**config.mk**
```make
export PLATFORM = sky130hd
export DESIGN_NAME = updn_timer_core
export DESIGN_NICKNAME = d
export VERILOG_FILES = /design/src/rtl/updn_timer_pkg.sv /design/src/rtl/updn_tick_select.sv /design/src/rtl/updn_count_core.sv /design/src/rtl/updn_ovf_flag.sv /design/src/rtl/updn_timer_core.sv
export SDC_FILE = /design/constraint.sdc
export NUM_CORES = 1
export LEC_CHECK = 0
export ABC_AREA = 1
export BUFFER_PORTS_ARGS = -buffer_cell sky130_fd_sc_hd__buf_2
export CORE_MARGIN = 5
export CORE_UTILIZATION = 47
export CTS_BUF_LIST = sky130_fd_sc_hd__clkbuf_8
export DETAILED_ROUTE_END_ITERATION = 10
export PLACE_DENSITY = 0.86
export SKIP_LAST_GASP = 1
export SYNTH_ARGS = -nofsm -noshare
export SYNTH_HDL_FRONTEND = slang
export SYNTH_HIERARCHICAL = 1
export SYNTH_SLANG_ARGS = --single-unit
```
**constraint.sdc**
```tcl
create_clock -name clk -period 2 [get_ports clk]
set_input_delay 0.1 -clock clk [delete_from_list [all_inputs] [get_ports clk]]
set_output_delay 0.1 -clock clk [all_outputs]
set_load 0.005 [all_outputs]
```
**src/rtl/updn_timer_pkg.sv**
```systemverilog
package updn_timer_pkg;

  typedef enum logic [1:0] {
    OVF_WRAP      = 2'd0,
    OVF_AT_TOP    = 2'd1,
    OVF_AT_BOTTOM = 2'd2,
    OVF_OFF       = 2'd3
  } ovf_mode_e;

endpackage

```
**src/rtl/updn_tick_select.sv**
```systemverilog
module updn_tick_select #(
  parameter int NUM_SRC = 7,
  parameter int SEL_W   = $clog2(NUM_SRC + 1)
) (
  input  logic [NUM_SRC-1:0] src_i,
  input  logic [SEL_W-1:0]   sel_i,
  output logic               tick_o
);

  logic [NUM_SRC-1:0] hit;

  // One decoded comparator per strobe; selector 0 matches none of them
  for (genvar i = 0; i < NUM_SRC; i++) begin : g_src
    assign hit[i] = (sel_i == SEL_W'(i + 1)) && src_i[i];
  end

  assign tick_o = |hit;

endmodule

```
**src/rtl/updn_count_core.sv**
```systemverilog
module updn_count_core #(
  parameter int W = 8
) (
  input  logic         clk,
  input  logic         rst,
  input  logic         tick_i,
  input  logic         clr_i,
  input  logic         req_i,
  input  logic         up_i,
  input  logic         wr_en_i,
  input  logic [W-1:0] wr_data_i,
  output logic [W-1:0] count_q,
  output logic         top_q,
  output logic         bottom_q,
  output logic         evt_wrap_o,
  output logic         evt_land_top_o,
  output logic         evt_land_bot_o
);

  localparam logic [W-1:0] MAXV = {W{1'b1}};
  localparam logic [W-1:0] ONE  = W'(1);

  logic [W-1:0] nxt;
  logic         step;

  // Next-count selection: a load beats a clear, and a clear beats a step
  always_comb begin
    nxt  = count_q;
    step = 1'b0;
    if (wr_en_i) begin
      nxt = wr_data_i;
    end else if (tick_i && clr_i) begin
      nxt = '0;
    end else if (tick_i && req_i) begin
      step = 1'b1;
      nxt  = up_i ? count_q + ONE : count_q - ONE;
    end
  end

  assign evt_wrap_o     = step && (up_i ? (count_q == MAXV) : (count_q == '0));
  assign evt_land_top_o = step && (nxt == MAXV);
  assign evt_land_bot_o = step && (nxt == '0);

  always_ff @(posedge clk) begin
    if (rst) begin
      count_q  <= '0;
      top_q    <= 1'b0;
      bottom_q <= 1'b1;
    end else begin
      count_q  <= nxt;
      top_q    <= (nxt == MAXV);
      bottom_q <= (nxt == '0);
    end
  end

  p_freeze_r4: assert property (@(posedge clk) disable iff (rst)
    (!tick_i && !wr_en_i) |=> $stable(count_q));

  p_write_prio_r5: assert property (@(posedge clk) disable iff (rst)
    wr_en_i |=> (count_q == $past(wr_data_i)));

  p_clear_r3: assert property (@(posedge clk) disable iff (rst)
    (tick_i && clr_i && !wr_en_i) |=> (count_q == '0));

  p_step_up_r2: assert property (@(posedge clk) disable iff (rst)
    (tick_i && req_i && up_i && !clr_i && !wr_en_i)
      |=> (count_q == $past(count_q) + ONE));

  p_step_dn_r2: assert property (@(posedge clk) disable iff (rst)
    (tick_i && req_i && !up_i && !clr_i && !wr_en_i)
      |=> (count_q == $past(count_q) - ONE));

  p_top_bottom_r6: assert property (@(posedge clk) disable iff (rst)
    top_q |-> !bottom_q);

endmodule

```
**src/rtl/updn_ovf_flag.sv**
```systemverilog
module updn_ovf_flag
  import updn_timer_pkg::*;
(
  input  logic      clk,
  input  logic      rst,
  input  ovf_mode_e mode_i,
  input  logic      evt_wrap_i,
  input  logic      evt_land_top_i,
  input  logic      evt_land_bot_i,
  input  logic      sw_clr_i,
  input  logic      ack_i,
  input  logic      irq_en_i,
  output logic      flag_q,
  output logic      irq_q
);

  logic set_evt;
  logic flag_n;

  always_comb begin
    unique case (mode_i)
      OVF_WRAP:      set_evt = evt_wrap_i;
      OVF_AT_TOP:    set_evt = evt_land_top_i;
      OVF_AT_BOTTOM: set_evt = evt_land_bot_i;
      default:       set_evt = 1'b0;
    endcase
  end

  // A hardware set event wins over a same-cycle clear
  always_comb begin
    if (set_evt)                flag_n = 1'b1;
    else if (sw_clr_i || ack_i) flag_n = 1'b0;
    else                        flag_n = flag_q;
  end

  always_ff @(posedge clk) begin
    if (rst) begin
      flag_q <= 1'b0;
      irq_q  <= 1'b0;
    end else begin
      flag_q <= flag_n;
      irq_q  <= flag_n && irq_en_i;
    end
  end

  p_irq_gate_r10: assert property (@(posedge clk) disable iff (rst)
    irq_q |-> flag_q);

  p_clear_r9: assert property (@(posedge clk) disable iff (rst)
    ((sw_clr_i || ack_i) && !set_evt) |=> !flag_q);

  p_mode_off_r8: assert property (@(posedge clk) disable iff (rst)
    ((mode_i == OVF_OFF) && !flag_q) |=> !flag_q);

endmodule

```
**src/rtl/updn_timer_core.sv**
```systemverilog
module updn_timer_core
  import updn_timer_pkg::*;
#(
  parameter int W       = 8,
  parameter int NUM_SRC = 7,
  parameter int SEL_W   = $clog2(NUM_SRC + 1)
) (
  input  logic               clk,
  input  logic               rst,
  input  logic [NUM_SRC-1:0] tick_src,
  input  logic [SEL_W-1:0]   clk_sel,
  input  logic               cnt_req,
  input  logic               cnt_up,
  input  logic               cnt_clr,
  input  logic [1:0]         ovf_mode,
  input  logic               cpu_cnt_we,
  input  logic [W-1:0]       cpu_cnt_wdata,
  input  logic               cpu_flag_clr,
  input  logic               irq_en,
  input  logic               irq_ack,
  output logic [W-1:0]       cnt_rdata,
  output logic               cnt_top,
  output logic               cnt_bottom,
  output logic               ovf_flag,
  output logic               ovf_irq
);

  logic tick;
  logic evt_wrap;
  logic evt_top;
  logic evt_bot;

  updn_tick_select #(.NUM_SRC(NUM_SRC), .SEL_W(SEL_W)) u_sel (
    .src_i  (tick_src),
    .sel_i  (clk_sel),
    .tick_o (tick)
  );

  updn_count_core #(.W(W)) u_cnt (
    .clk            (clk),
    .rst            (rst),
    .tick_i         (tick),
    .clr_i          (cnt_clr),
    .req_i          (cnt_req),
    .up_i           (cnt_up),
    .wr_en_i        (cpu_cnt_we),
    .wr_data_i      (cpu_cnt_wdata),
    .count_q        (cnt_rdata),
    .top_q          (cnt_top),
    .bottom_q       (cnt_bottom),
    .evt_wrap_o     (evt_wrap),
    .evt_land_top_o (evt_top),
    .evt_land_bot_o (evt_bot)
  );

  updn_ovf_flag u_flag (
    .clk            (clk),
    .rst            (rst),
    .mode_i         (ovf_mode_e'(ovf_mode)),
    .evt_wrap_i     (evt_wrap),
    .evt_land_top_i (evt_top),
    .evt_land_bot_i (evt_bot),
    .sw_clr_i       (cpu_flag_clr),
    .ack_i          (irq_ack),
    .irq_en_i       (irq_en),
    .flag_q         (ovf_flag),
    .irq_q          (ovf_irq)
  );

  p_sel_off_r4: assert property (@(posedge clk) disable iff (rst)
    ((clk_sel == '0) && !cpu_cnt_we) |=> $stable(cnt_rdata));

endmodule

```
# Word level (Yosys, flattened, before mapping)
# Cells that the tools add are included.
# W data, S select, Z words.
# op_classes
n_addsub,2
n_eq_ne,11
n_mux,11
n_reduce_logical,18
# ops
operator,n
$mux W8,4
$eq A8 B8 Y1 const B,2
$logic_not A8 Y1,2
$logic_and A1 B1 Y1,13
$eq A3 B3 Y1 const B,4
$add A8 B1 Y8 const B,1
$sub A8 B1 Y8 const B,1
$reduce_or A7 Y1,1
$eq A3 B2 Y1 const B,2
$mux W1,6
$eq A3 B1 Y1 const B,1
$pmux W1 S3,1
$eq A2 B1 Y1 const B,1
$eq A2 B2 Y1 const B,1
$logic_not A2 Y1,1
$logic_or A1 B1 Y1,1
# word_totals
reg_bits,12
in_bits,29
out_inout_bits,12
elab_cells,47

# Longest topological paths before layout
# Gate-level depths: netlist of the first run.
# logic_depth
depth_word,12
ltp_mapped,22
ltp_nobuf,22

# Hierarchy
# The synthesis of the first run kept the hierarchy.
# by_module_without_submodules
mod,n_inst,cells_per_inst,area_per_inst_um2
updn_count_core,1,164,987.2
updn_ovf_flag,1,17,105.1
updn_tick_select,1,18,90.1

# Worst setup path after synthesis of the first run
# OpenSTA, ideal clock, no wires.
# synth_timing
path_kind,reg2reg
start,reg u_cnt.count_q[0]
end,reg u_flag.irq_q
arrival_ps,1912
setup_slack_ps,27
stages_incl_launch_ff,17
n_path_buf,0
path_cell_list,dfxtp_1 -> fa_1 -> inv_1 -> nand3_1 -> nand3_2 -> nand2_2 -> nor3_2 -> nand3_1 -> nor2_1 -> nand2_1 -> nor2_2 -> inv_1 -> nand2_1 -> nand3b_1 -> nand2_1 -> nand2_1 -> nor2_2
# synth_via
elab_chain_cells,10
word_cells_on_any_way,17
# synth_lines
element,line_no,source
start: declaration,updn_count_core.sv:12,"output logic [W-1:0] count_q,"
start signal: assignment,updn_count_core.sv:50,count_q <= nxt;
$sub A8 B1 Y8 / $add A8 B1 Y8 (equally long branches),updn_count_core.sv:36,nxt = up_i ? count_q + ONE : count_q - ONE;
$mux W8,updn_count_core.sv:36,
$mux W8 (*),updn_count_core.sv:34,end else if (tick_i && req_i) begin
$mux W8 (*),updn_count_core.sv:32,end else if (tick_i && clr_i) begin
$mux W8 (*),updn_count_core.sv:30,if (wr_en_i) begin
$logic_not A8 Y1 (*),updn_count_core.sv:42,assign evt_land_bot_o = step && (nxt == '0);
$logic_and A1 B1 Y1 (*),updn_count_core.sv:42,
net evt_bot,updn_timer_core.sv:31,logic evt_bot;
$pmux W1 S3 (*),updn_ovf_flag.sv:21,unique case (mode_i)
$mux W1 (*),updn_ovf_flag.sv:31,if (set_evt) flag_n = 1'b1;
$logic_and A1 B1 Y1 (*),updn_ovf_flag.sv:42,irq_q <= flag_n && irq_en_i;
end signal: assignment,updn_ovf_flag.sv:42,
end: declaration,updn_ovf_flag.sv:14,output logic irq_q
# Mark *: on every way through the listed nets, which the timed path passes. The rest lies on a longest branch.
# A chain may end at the register's enable or synchronous reset.

# Final worst setup path of the first run
# layout_timing
start,reg u_cnt.count_q[3]
end,reg u_flag.irq_q
# Same word-level chain as after synthesis.

==> run metrics, run 1 <==
Flop pwr share=29.2%; fmax=461 MHz; Worst Setup Path Type=register to register; Die Span X=60.2 um; Max Cap Violations=0; largest net degree at the start of global routing=13; worst slew pin tran=400 ps; critical path fanouts, max=3; Area Overhead vs Synth=48.5%; RR Endpoint=u_flag/irq_q$_SDFF_PP0_; Post-CTS Hold Buffers=0; clk sinks=12; Crit path max-delay family=simple AND/OR/NAND/NOR gates; Crit. End Element=register; first-pass GRT wire length=5.88 mm; Post-DRT Antenna Nets=0; skew final=1.98 ps; clock root cell=clkbuf_8; P_sw=0.312 mW; post-synth top area cell=dfxtp_1; status=finished, violations left; reg2reg start=u_cnt/count_q[3]$_SDFF_PP0_; EDFF count, synth=0; Synth top cells by count=57 x nand2_1, 32 x inv_1, 19 x nand3_1; Storage cell area=245 um2; total CTS buffers=3; most numerous cell in the Yosys netlist=nand2_1; vias=1,522; die span in y=60.2 um; Final Util=72.2%; Critical Path AT=2350 ps; global route overflow=0; max-slew violations=0; worst skew pair latency=240 ps; Reg2Reg Depth=15; Core Area=2430 um2; Std-Cell Rows=18; nets@finish=307; Setup crit start=u_cnt/count_q[3]$_SDFF_PP0_; Startpoint Class=register; static leakage power=0.964 nW; maximum buffer depth of the clock tree=2; Slew headroom=73.1%; Final min period=2170 ps; drt initial violations=59; cell-internal power=0.600 mW; worst setup margin=-170 ps; initial antenna violation count=0; Die ar.=3620 um2; CP Depth=15; drt drc=0; total power draw=0.912 mW; Post-Syn Area=1180 um2; Seq/Total Area, Yosys=20.3%; Crit path buffers/inverters=1; R2R Setup Slk=-170 ps; Final GP Congestion=0.846; period utilization=108%; peak supply drop=0.527 mV; final WL=3.66 mm; final setup violating endpoints=3; max incr delay on CP=310 ps; crit path capture=u_flag/irq_q$_SDFF_PP0_; failing checks=negative setup slack; ys flop type=dfxtp_1; worst hold path type=primary input to register; synth unique cells=25; drt wl/cell=12.2 um; #FFs+latches synth=12; starting density of the core=48.6%; via/cell ratio=5.07; PD cells=520 nW/um2; share of layout cells above drive strength 1=43.3%; clock power share=29.0%; slowest stage cell on the critical path=dfxtp_1; Filler Cells Inserted=193; clock transition at the registers of the reported paths=50 ps; vias in the first global route=1,425; dpl hpwl=2.78 mm; number of diodes=0; RSZ-0062 raised after global routing=yes; syn nets=235; Switching Share=34.2%; CTS tree=built; Synthesis Warnings=6; area taken by multi-input logic gates=862 um2; top cells by area, synth=dfxtp_1 20%, nand2_1 18%, inv_1 10%; post-synth top area share=20.3%; Critical Path RT=2180 ps; Port Buf Inserts=40; final hold violations=0; Top Ports=41; Comb pwr share=41.8%; Global Route Usage Sum=21.1%; Syn Inst Count=199; Max H-tree Level=1; CP Cell Sequence=ha_1 -> or2_1 -> nand3b_1 -> nand3_2 -> a21oi_2 -> nand3_1 -> nor2_2 -> nand2_2 -> nor2_2 -> inv_1 -> nand2_1 -> nand3b_1 -> nand2_1 -> nand2_1 -> nor2_2; DR pass1 iterations=5; ys async rst share=0%; Avg Synthesized Cell Area=5.94 um2
[placed cells by master, fill, tap and decap left out, types with 3 or more instances in the layout]
cell,netlist,layout
nand2_2,8,16
inv_2,2,3
nand3_1,19,15
nand4_1,5,5
clkbuf_8,0,4
buf_4,0,29
nor2_2,3,5
nor3_1,4,3
nand2_1,57,49
a21oi_2,1,3
buf_2,0,40
inv_1,32,31
ha_1,6,5
nor4_1,3,3
nand3_2,2,6
dfxtp_1,12,10
nor2_1,14,12
a21oi_1,18,16
[power by group through the flow]
stage,sequential [mW],combinational [mW],clock [mW]
6_report,0.266,0.381,0.265
5_1_grt,0.268,0.422,0.282
4_1_cts,0.265,0.348,0.272
3_5_place_dp,0.270,0.338,0
3_3_place_gp,0.269,0.329,0
2_1_floorplan,0.274,0.192,0
[worst min path at each step]
| stage | cells after the start | to | start |
|---|---|---|---|
| 6_report | 3 | u_flag/irq_q$_SDFF_PP0_ | irq_en |
| 5_1_grt | 3 | u_flag/irq_q$_SDFF_PP0_ | irq_en |
| 4_1_cts | 3 | u_flag/irq_q$_SDFF_PP0_ | irq_en |
| 3_5_place_dp | 3 | u_flag/irq_q$_SDFF_PP0_ | irq_en |
| 3_3_place_gp | 3 | u_flag/irq_q$_SDFF_PP0_ | irq_en |
| 2_1_floorplan | 1 | u_flag/irq_q$_SDFF_PP0_ | rst |
[per-stage QoR]
stage,setup WS [ps],area (um2),setup TNS [ps],hold slack (ps),instances
2_1_floorplan,26.6,1180,0,167,199
3_3_place_gp,-95.9,1590,-161,328,291
3_5_place_dp,-213,1590,-377,336,291
4_1_cts,-129,1680,-240,82.6,297
5_1_grt,-366,1760,-909,128,300
6_report,-170,1760,-435,97.3,300
[cells by family (layout without fill, tap and decap cells)]
family	Yosys count	count (layout)	share of synthesized area, %
buffers and inverters	38	109	12.9
flip-flops	12	12	20.3
AO/OA/AOI/OAI	19	19	8.36
XOR/XNOR	1	1	0.741
AND/OR/NAND/NOR	122	122	49.6
adder cells (fa/ha/maj)	7	7	8.04
[cell type report]
cell class | instances | share of cell area (%)
timing repair buffer | 69 | 23.8
clock buffer | 4 | 3.14
tap | 30 | 2.14
sequential | 12 | 14.0
multi-input combinational | 149 | 49.1
inverter | 36 | 7.84
[registers in the layout (all words and copies together), names as in the netlist]
register        flops
u_flag/irq_q        1
u_flag/flag_q       1
u_cnt/bottom_q      1
u_cnt/count_q       8
u_cnt/top_q         1
[metal layers]
metal	routed length, um	vias up	GRT usage, %
met1	1560	687	25.6
met2	1820	41	36.4
li1	-	782	-
met5	0	-	0
met3	177	12	2.81
met4	101	0	9.81
[what timing repair did]
item	4_1_cts	5_1_grt
buffers inserted	2	3
endpoints found under the setup margin	2	3
gates resized for setup	7	16
cloned	0	0
pin swaps	10	18
[worst reg2reg max path, cell delays in order, from the launching register on]
cell and delay, ps:
dfxtp_1 310, ha_1 300, or2_1 250, nand3b_1 110
nand3_2 100, a21oi_2 170, nand3_1 110, nor2_2 160
nand2_2 80, nor2_2 90, inv_1 40, nand2_1 50
nand3b_1 110, nand2_1 80, nand2_1 60, nor2_2 90
Note: power is estimated with default switching activity, not from simulation.
==> inputs of run 2 (changes only) <==
--- a/config.mk
+++ b/config.mk
@@ -6,14 +6,13 @@
 export NUM_CORES = 1
 export LEC_CHECK = 0
 export ABC_AREA = 1
-export BUFFER_PORTS_ARGS = -buffer_cell sky130_fd_sc_hd__buf_2
+export BUFFER_PORTS_ARGS = -buffer_cell sky130_fd_sc_hd__buf_4
 export CORE_MARGIN = 5
 export CORE_UTILIZATION = 47
 export CTS_BUF_LIST = sky130_fd_sc_hd__clkbuf_8
 export DETAILED_ROUTE_END_ITERATION = 10
-export PLACE_DENSITY = 0.86
+export PLACE_DENSITY = 0.85
 export SKIP_LAST_GASP = 1
 export SYNTH_ARGS = -nofsm -noshare
 export SYNTH_HDL_FRONTEND = slang
-export SYNTH_HIERARCHICAL = 1
 export SYNTH_SLANG_ARGS = --single-unit
==> run 2 against run 1 <==
  * The flow still finishes with violations (negative setup slack)
  * Count of clock-buffer cells in the layout is the same
  * Register-to-register slack gained 40 ps
  * Hold slack got worse by 14 ps
  * Routed wire length grew 10%
  * Non-clock buffer count up 3
==> run metrics, run 2 <==
status=finished, violations left; failing checks=negative setup slack; P_sw=0.347 mW (+11%); maximum buffer depth of the clock tree=2 (unchanged); drt initial violations=77 (+31%); Post-DRT Antenna Nets=0 (unchanged); syn nets=259 (+10%); top cells by area, synth=nand2_1 22%, dfxtp_1 19%, inv_1 11%; Core Area=2520 um2 (+3.7%); Std-Cell Rows=18 (unchanged); Comb pwr share=46.3% (+4.5 points); Post-Syn Area=1250 um2 (+6.1%); Global Route Usage Sum=21.9% (+0.82 points); static leakage power=1.12 nW (+17%); Post-CTS Hold Buffers=0 (unchanged); clock power share=27.1% (-1.9 points); post-synth top area cell=nand2_1; via/cell ratio=5.01 (-1.3%); share of layout cells above drive strength 1=40.3% (-3.1 points); vias=1,618 (+6.3%); critical path fanouts, max=4 (+1); Seq/Total Area, Yosys=19.1% (-1.2 points); clock transition at the registers of the reported paths=60 ps (about the same); Non-Filler Instances=323 (+7.7%); first-pass GRT wire length=6.26 mm (+6.5%); Critical Path AT=2320 ps (-30 ps); worst setup margin=-130 ps (+39.7 ps); DR pass1 iterations=4 (-1); dpl cells=316 (+8.6%); final hold violations=0 (unchanged); Worst Setup Path Type=register to register; die span in y=61.7 um (+2.5%); Flop pwr share=26.5% (-2.7 points); Final GP Congestion=0.883 (+4.4%); PD cells=500 nW/um2 (-3.7%); post-synth top area share=22.4% (+2.1 points); Avg Synthesized Cell Area=5.70 um2 (-4.0%); Slew headroom=79.7% (+6.6 points); nets@finish=333 (+8.5%); synth unique cells=22 (-12%); Storage cell area=250 um2 (+2.0%); largest net degree at the start of global routing=13 (unchanged); area taken by multi-input logic gates=962 um2 (+12%); #FFs+latches synth=12 (unchanged); clock root cell=clkbuf_8; slowest stage cell on the critical path=dfxtp_4; Top Ports=41 (unchanged); period utilization=106% (-2.0 points); starting density of the core=49.8% (+1.1 points); global route overflow=0 (unchanged); Max Cap Violations=0 (unchanged); Filler Cells Inserted=183 (-5.2%); total CTS buffers=3 (unchanged); max incr delay on CP=360 ps (+50 ps); fmax=469 MHz (+1.9%); skew final=2.10 ps (+0.122 ps); dpl hpwl=3.07 mm (+10%); Synthesis Warnings=0 (-6); Synth top cells by count=75 x nand2_1, 37 x inv_1, 24 x nand3_1; RSZ-0062 raised after global routing=yes; Switching Share=34.4% (+0.21 points); clk sinks=12 (unchanged); CP Cell Sequence=ha_4 -> or2_4 -> nand3_2 -> nand2_1 -> nand2_1 -> nand2_1 -> nor2_2 -> nor2_1 -> nor2_1 -> nand2_1 -> nor2_2 -> nand3_1 -> nand3_2 -> nand2_2 -> nand2_1 -> nand2_1 -> nor2_2; most numerous cell in the Yosys netlist=nand2_1; Largest register FFs=8 (unchanged); cell-internal power=0.663 mW (+10%); final setup violating endpoints=2 (-1); final WL=4.04 mm (+10%); Die Span X=61.7 um (+2.5%); commonest non-fill, non-tap cells in the layout=71 x nand2_1, 71 x buf_4, 35 x inv_1; vias in the first global route=1,459 (+2.4%); largest register by flop count=u_cnt.count_q; drt wl/cell=12.5 um (+2.6%); EDFF count, synth=0 (unchanged); number of diodes=0 (unchanged); initial antenna violation count=0 (unchanged); peak supply drop=0.387 mV (-27%); worst skew pair latency=240 ps (about the same); Final min period=2130 ps (-39.7 ps); CTS tree=built; worst hold path type=primary input to register; Port Buf Inserts=40 (unchanged); Syn Inst Count=220 (+11%); Crit. End Element=register; Startpoint Class=register; R2R Setup Slk=-130 ps (+40 ps); Max H-tree Level=1 (unchanged); worst slew pin tran=301 ps (-98.7 ps); Die ar.=3800 um2 (+5.1%); Critical Path RT=2190 ps (about the same); ys flop type=dfxtp_1; total power draw=1.01 mW (+11%); ys async rst share=0% (unchanged); max-slew violations=0 (unchanged); most frequent CP cell=nand2_1; Final Util=80.1% (+7.9 points); drt drc=0 (unchanged); Area Overhead vs Synth=60.9%
## run 2: kinds of logic (layout without fill, tap and decap cells)
group / Yosys count / after routing / share of synthesized area, %
and+or+nand+nor: 145 / 145 / 52.8
buffers and inverters: 45 / 118 / 13.5
DFF: 12 / 12 / 19.1
adders and majority gates: 10 / 10 / 10.6
AOI/OAI and AO/OA: 7 / 7 / 3.29
xor gates and xnor gates: 1 / 1 / 0.698
## run 2: critical path: cells and delay by family (launching register included)
| kind | cells | cell delay [ps] |
|---|---|---|
| and+or+nand+nor | 16 | 1480 |
| adders and majority gates | 1 | 220 |
| DFF | 1 | 360 |
## run 2: final timing paths
path | from | cells past startpoint | end
setup / recovery | u_cnt.count_q[2]$_SDFF_PP0_ | 17 | u_flag.irq_q$_SDFF_PP0_
hold / removal | irq_en | 3 | u_flag.irq_q$_SDFF_PP0_
setup reg to reg | u_cnt.count_q[2]$_SDFF_PP0_ | 17 | u_flag.irq_q$_SDFF_PP0_
hold reg to reg | u_flag.flag_q$_SDFF_PP0_ | 2 | u_flag.flag_q$_SDFF_PP0_
## run 2: routing by layer
layer	share of wire, %	vias up	GRT usage, %
li1	-	837	-
met5	0	-	0
met3	6.7	14	2.73
met1	42	693	28.4
met4	3.0	0	8.48
met2	49	74	36.8
## run 2: area by class of cell
type,instances,share of cell area (%)
Multi-Input combinational cell,163,47.6
Tap cell,30,1.86
Inverter,42,7.99
Sequential cell,12,12.4
Timing Repair Buffer,72,27.4
Clock buffer,4,2.73
## run 2: power by group through the flow
stage	Sequential [mW]	Combinational (mW)	Clock, mW
5_1_grt	0.269	0.516	0.282
6_report	0.268	0.468	0.274
4_1_cts	0.267	0.451	0.271
3_5_place_dp	0.269	0.412	0
3_3_place_gp	0.268	0.402	0
2_1_floorplan	0.272	0.212	0
## run 2: stage by stage
stage | setup slack [ps] | hold slack [ps] | cell area [um2] | TNS [ps]
CTS | -77.5 | 85.4 | 1990 | -132
finish | -130 | 83.8 | 2020 | -213
global placement | -204 | 326 | 1810 | -456
global route | -251 | 79.6 | 2020 | -524
detailed placement | -342 | 335 | 1810 | -770
floorplan | 13.2 | 177 | 1270 | 0
## run 2: timing repair
item / CTS / global route
endpoints found under the setup margin: 3 / 3
hold endpoints to repair: 0 / 0
setup buffers: 3 / 0
resized for setup: 17 / 12
pin swaps: 5 / 5
==> inputs of run 3 (changes only) <==
--- a/config.mk
+++ b/config.mk
@@ -7,6 +7,8 @@
 export LEC_CHECK = 0
 export ABC_AREA = 1
 export BUFFER_PORTS_ARGS = -buffer_cell sky130_fd_sc_hd__buf_4
+export CAP_MARGIN = 15
+export CORE_ASPECT_RATIO = 0.9
 export CORE_MARGIN = 5
 export CORE_UTILIZATION = 47
 export CTS_BUF_LIST = sky130_fd_sc_hd__clkbuf_8
==> run 3 against run 2 <==
  * The flow still finishes with violations (negative setup slack)
  * Sequential share of layout area down 0.25 points
  * Final cell count rose by 0.62%
  * Clock skew barely moved
  * Setup slack worse by 5.9 ps
  * First-iteration DRC count is 53% higher
  * Register-to-register slack about the same
  * Count of clock-buffer cells in the layout fell by 1
  * Maximum frequency decreased by 0.28%
  * Largest cell class unchanged
  * Global-route usage increased by 0.37 points
  * Non-clock buffer count up 5
  * Total power decreased by 2.0%
==> run metrics, run 3 (synthesized netlist as in run 2, its figures left out) <==
clk sinks=12 (unchanged); worst hold path type=primary input to register; Std-Cell Rows=17 (-1); Non-Filler Instances=325 (+0.62%); largest register by flop count=u_cnt.count_q; Worst Setup Path Type=register to register; vias in the first global route=1,521 (+4.2%); number of diodes=0 (unchanged); Startpoint Class=register; CTS tree=built; CP Depth=15 (-2); drt drc=0 (unchanged); Final min period=2140 ps (+5.95 ps); drt initial violations=118 (+53%); Largest register FFs=8 (unchanged); Flop pwr share=27.0% (+0.5 points); via/cell ratio=5.11 (+2.0%); final setup violating endpoints=4 (+2); cell-internal power=0.639 mW (-3.6%); vias=1,660 (+2.6%); Slew headroom=77.6% (-2.1 points); RSZ-0062 raised after global routing=yes; max incr delay on CP=400 ps (+40 ps); maximum buffer depth of the clock tree=2 (unchanged); dpl hpwl=2.95 mm (-3.8%); max-slew violations=0 (unchanged); drt wl/cell=12.7 um (+1.8%); Worst Hold Depth=3 (unchanged); initial antenna violation count=0 (unchanged); worst skew pair latency=240 ps (about the same); Die ar.=3810 um2 (about the same); Switching Share=35.5% (+1.1 points); status=finished, violations left; global route overflow=0 (unchanged); total CTS buffers=3 (unchanged); share of layout cells above drive strength 1=42.4% (+2.2 points); Max Cap Violations=0 (unchanged); worst setup margin=-136 ps (-5.95 ps); slowest stage cell on the critical path=fa_2; starting density of the core=50.0% (+0.25 points); Crit. End Element=register; fmax=468 MHz (-0.28%); PD cells=480 nW/um2 (-4.0%); Final GP Congestion=0.854 (-3.3%); clock power share=22.4% (-4.7 points); most frequent CP cell=nand2_1; first-pass GRT wire length=6.73 mm (+7.5%); DR pass1 iterations=4 (unchanged); Comb pwr share=50.7% (+4.4 points); Area Overhead vs Synth=64.2%; setup TNS=-430 ps (-217 ps); Crit path max-delay family=simple AND/OR/NAND/NOR gates; critical path fanouts, max=3 (-1); Post-CTS Hold Buffers=0 (unchanged); Core Area=2510 um2 (-0.50%); Critical Path AT=2320 ps (about the same); P_sw=0.351 mW (+1.0%); Reg2Reg Depth=15 (-2); commonest non-fill, non-tap cells in the layout=76 x buf_4, 64 x nand2_1, 35 x inv_1; Global Route Usage Sum=22.3% (+0.37 points); Die Span X=64.5 um (+4.5%); clock root cell=clkbuf_8; nets@finish=338 (+1.5%); CP Cell Sequence=fa_2 -> buf_4 -> xnor2_1 -> nand4_1 -> nand3_1 -> nand2_2 -> inv_2 -> nand2_1 -> nor2_2 -> nand3_2 -> nand3_2 -> nand2_2 -> nand2_1 -> nand2_1 -> nor2_2; Port Buf Inserts=40 (unchanged); Max H-tree Level=1 (unchanged); static leakage power=1.14 nW (+1.4%); clock transition at the registers of the reported paths=50 ps (about the same); final hold violations=0 (unchanged); failing checks=negative setup slack; period utilization=107% (+0.30 points); dpl cells=312 (-1.3%); die span in y=59.0 um (-4.3%); peak supply drop=0.420 mV (+8.5%); skew final=2.27 ps (+0.165 ps); Crit path buffers/inverters=2 (+2); worst slew pin tran=333 ps (+31.5 ps); Critical Path RT=2180 ps (about the same); commonest non-fill, non-tap cell in the layout=buf_4; largest net degree at the start of global routing=13 (unchanged); Post-DRT Antenna Nets=0 (unchanged); final WL=4.14 mm (+2.4%); Top Ports=41 (unchanged)
-- run 3: worst reg2reg max path, stage by stage, from the launching register on --
cell and delay (ps):
dfxtp_4 360, fa_2 400, buf_4 150, xnor2_1 180
nand4_1 130, nand3_1 140, nand2_2 80, inv_2 60
nand2_1 50, nor2_2 140, nand3_2 90, nand3_2 70
nand2_2 50, nand2_1 70, nand2_1 50, nor2_2 60
-- run 3: through the flow --
step	hold WS, ps	utilization [%]	worst slack (ps)	power [mW]	area [um2]
4_1_cts	81.9	78.6	-86.6	0.941	1970
3_5_place_dp	328	71.5	-334	0.675	1790
6_report	79.0	82.1	-136	0.990	2060
3_3_place_gp	326	71.5	-217	0.665	1790
5_1_grt	92.9	82.1	-306	1.06	2060
2_1_floorplan	177	-	13.2	0.484	1270
-- run 3: area by class of cell --
class                   count  area, um2
flip-flops and latches     12        250
well taps                  28       35.0
clock buffers               3       41.3
fillers                   156        449
inverters                  42        161
repair buffers             77        591
multi-input cells         163        982
-- run 3: final timing paths --
kind / to / slack (ps) / startpoint
hold / removal: u_flag.irq_q$_SDFF_PP0_ / 80 / irq_en
setup reg to reg: u_flag.irq_q$_SDFF_PP0_ / -140 / u_cnt.count_q[1]$_SDFF_PP0_
setup / recovery: u_flag.irq_q$_SDFF_PP0_ / -140 / u_cnt.count_q[1]$_SDFF_PP0_
hold reg to reg: u_flag.flag_q$_SDFF_PP0_ / 490 / u_flag.flag_q$_SDFF_PP0_
-- run 3: power by group through the flow --
stage	Combinational (mW)	Sequential [mW]	Clock (mW)
after floorplan	0.212	0.272	0
after global placement	0.397	0.268	0
after detailed placement	0.407	0.268	0
after CTS	0.453	0.266	0.222
after global routing	0.551	0.268	0.236
final	0.501	0.267	0.221
-- run 3: what timing repair did --
item	4_1_cts	5_1_grt
pin swaps	6	13
gates resized for setup	15	20
buffers inserted	7	3
setup endpoints to repair	3	5
-- run 3: per-layer routing --
| metal | vias to the layer above | GRT usage [%] | wire length, um |
|---|---|---|---|
| met4 | 0 | 7.23 | 31 |
| met2 | 64 | 38.4 | 2060 |
| met5 | - | 0 | 0 |
| met3 | 6 | 4.55 | 266 |
| li1 | 845 | - | - |
| met1 | 745 | 28.1 | 1790 |
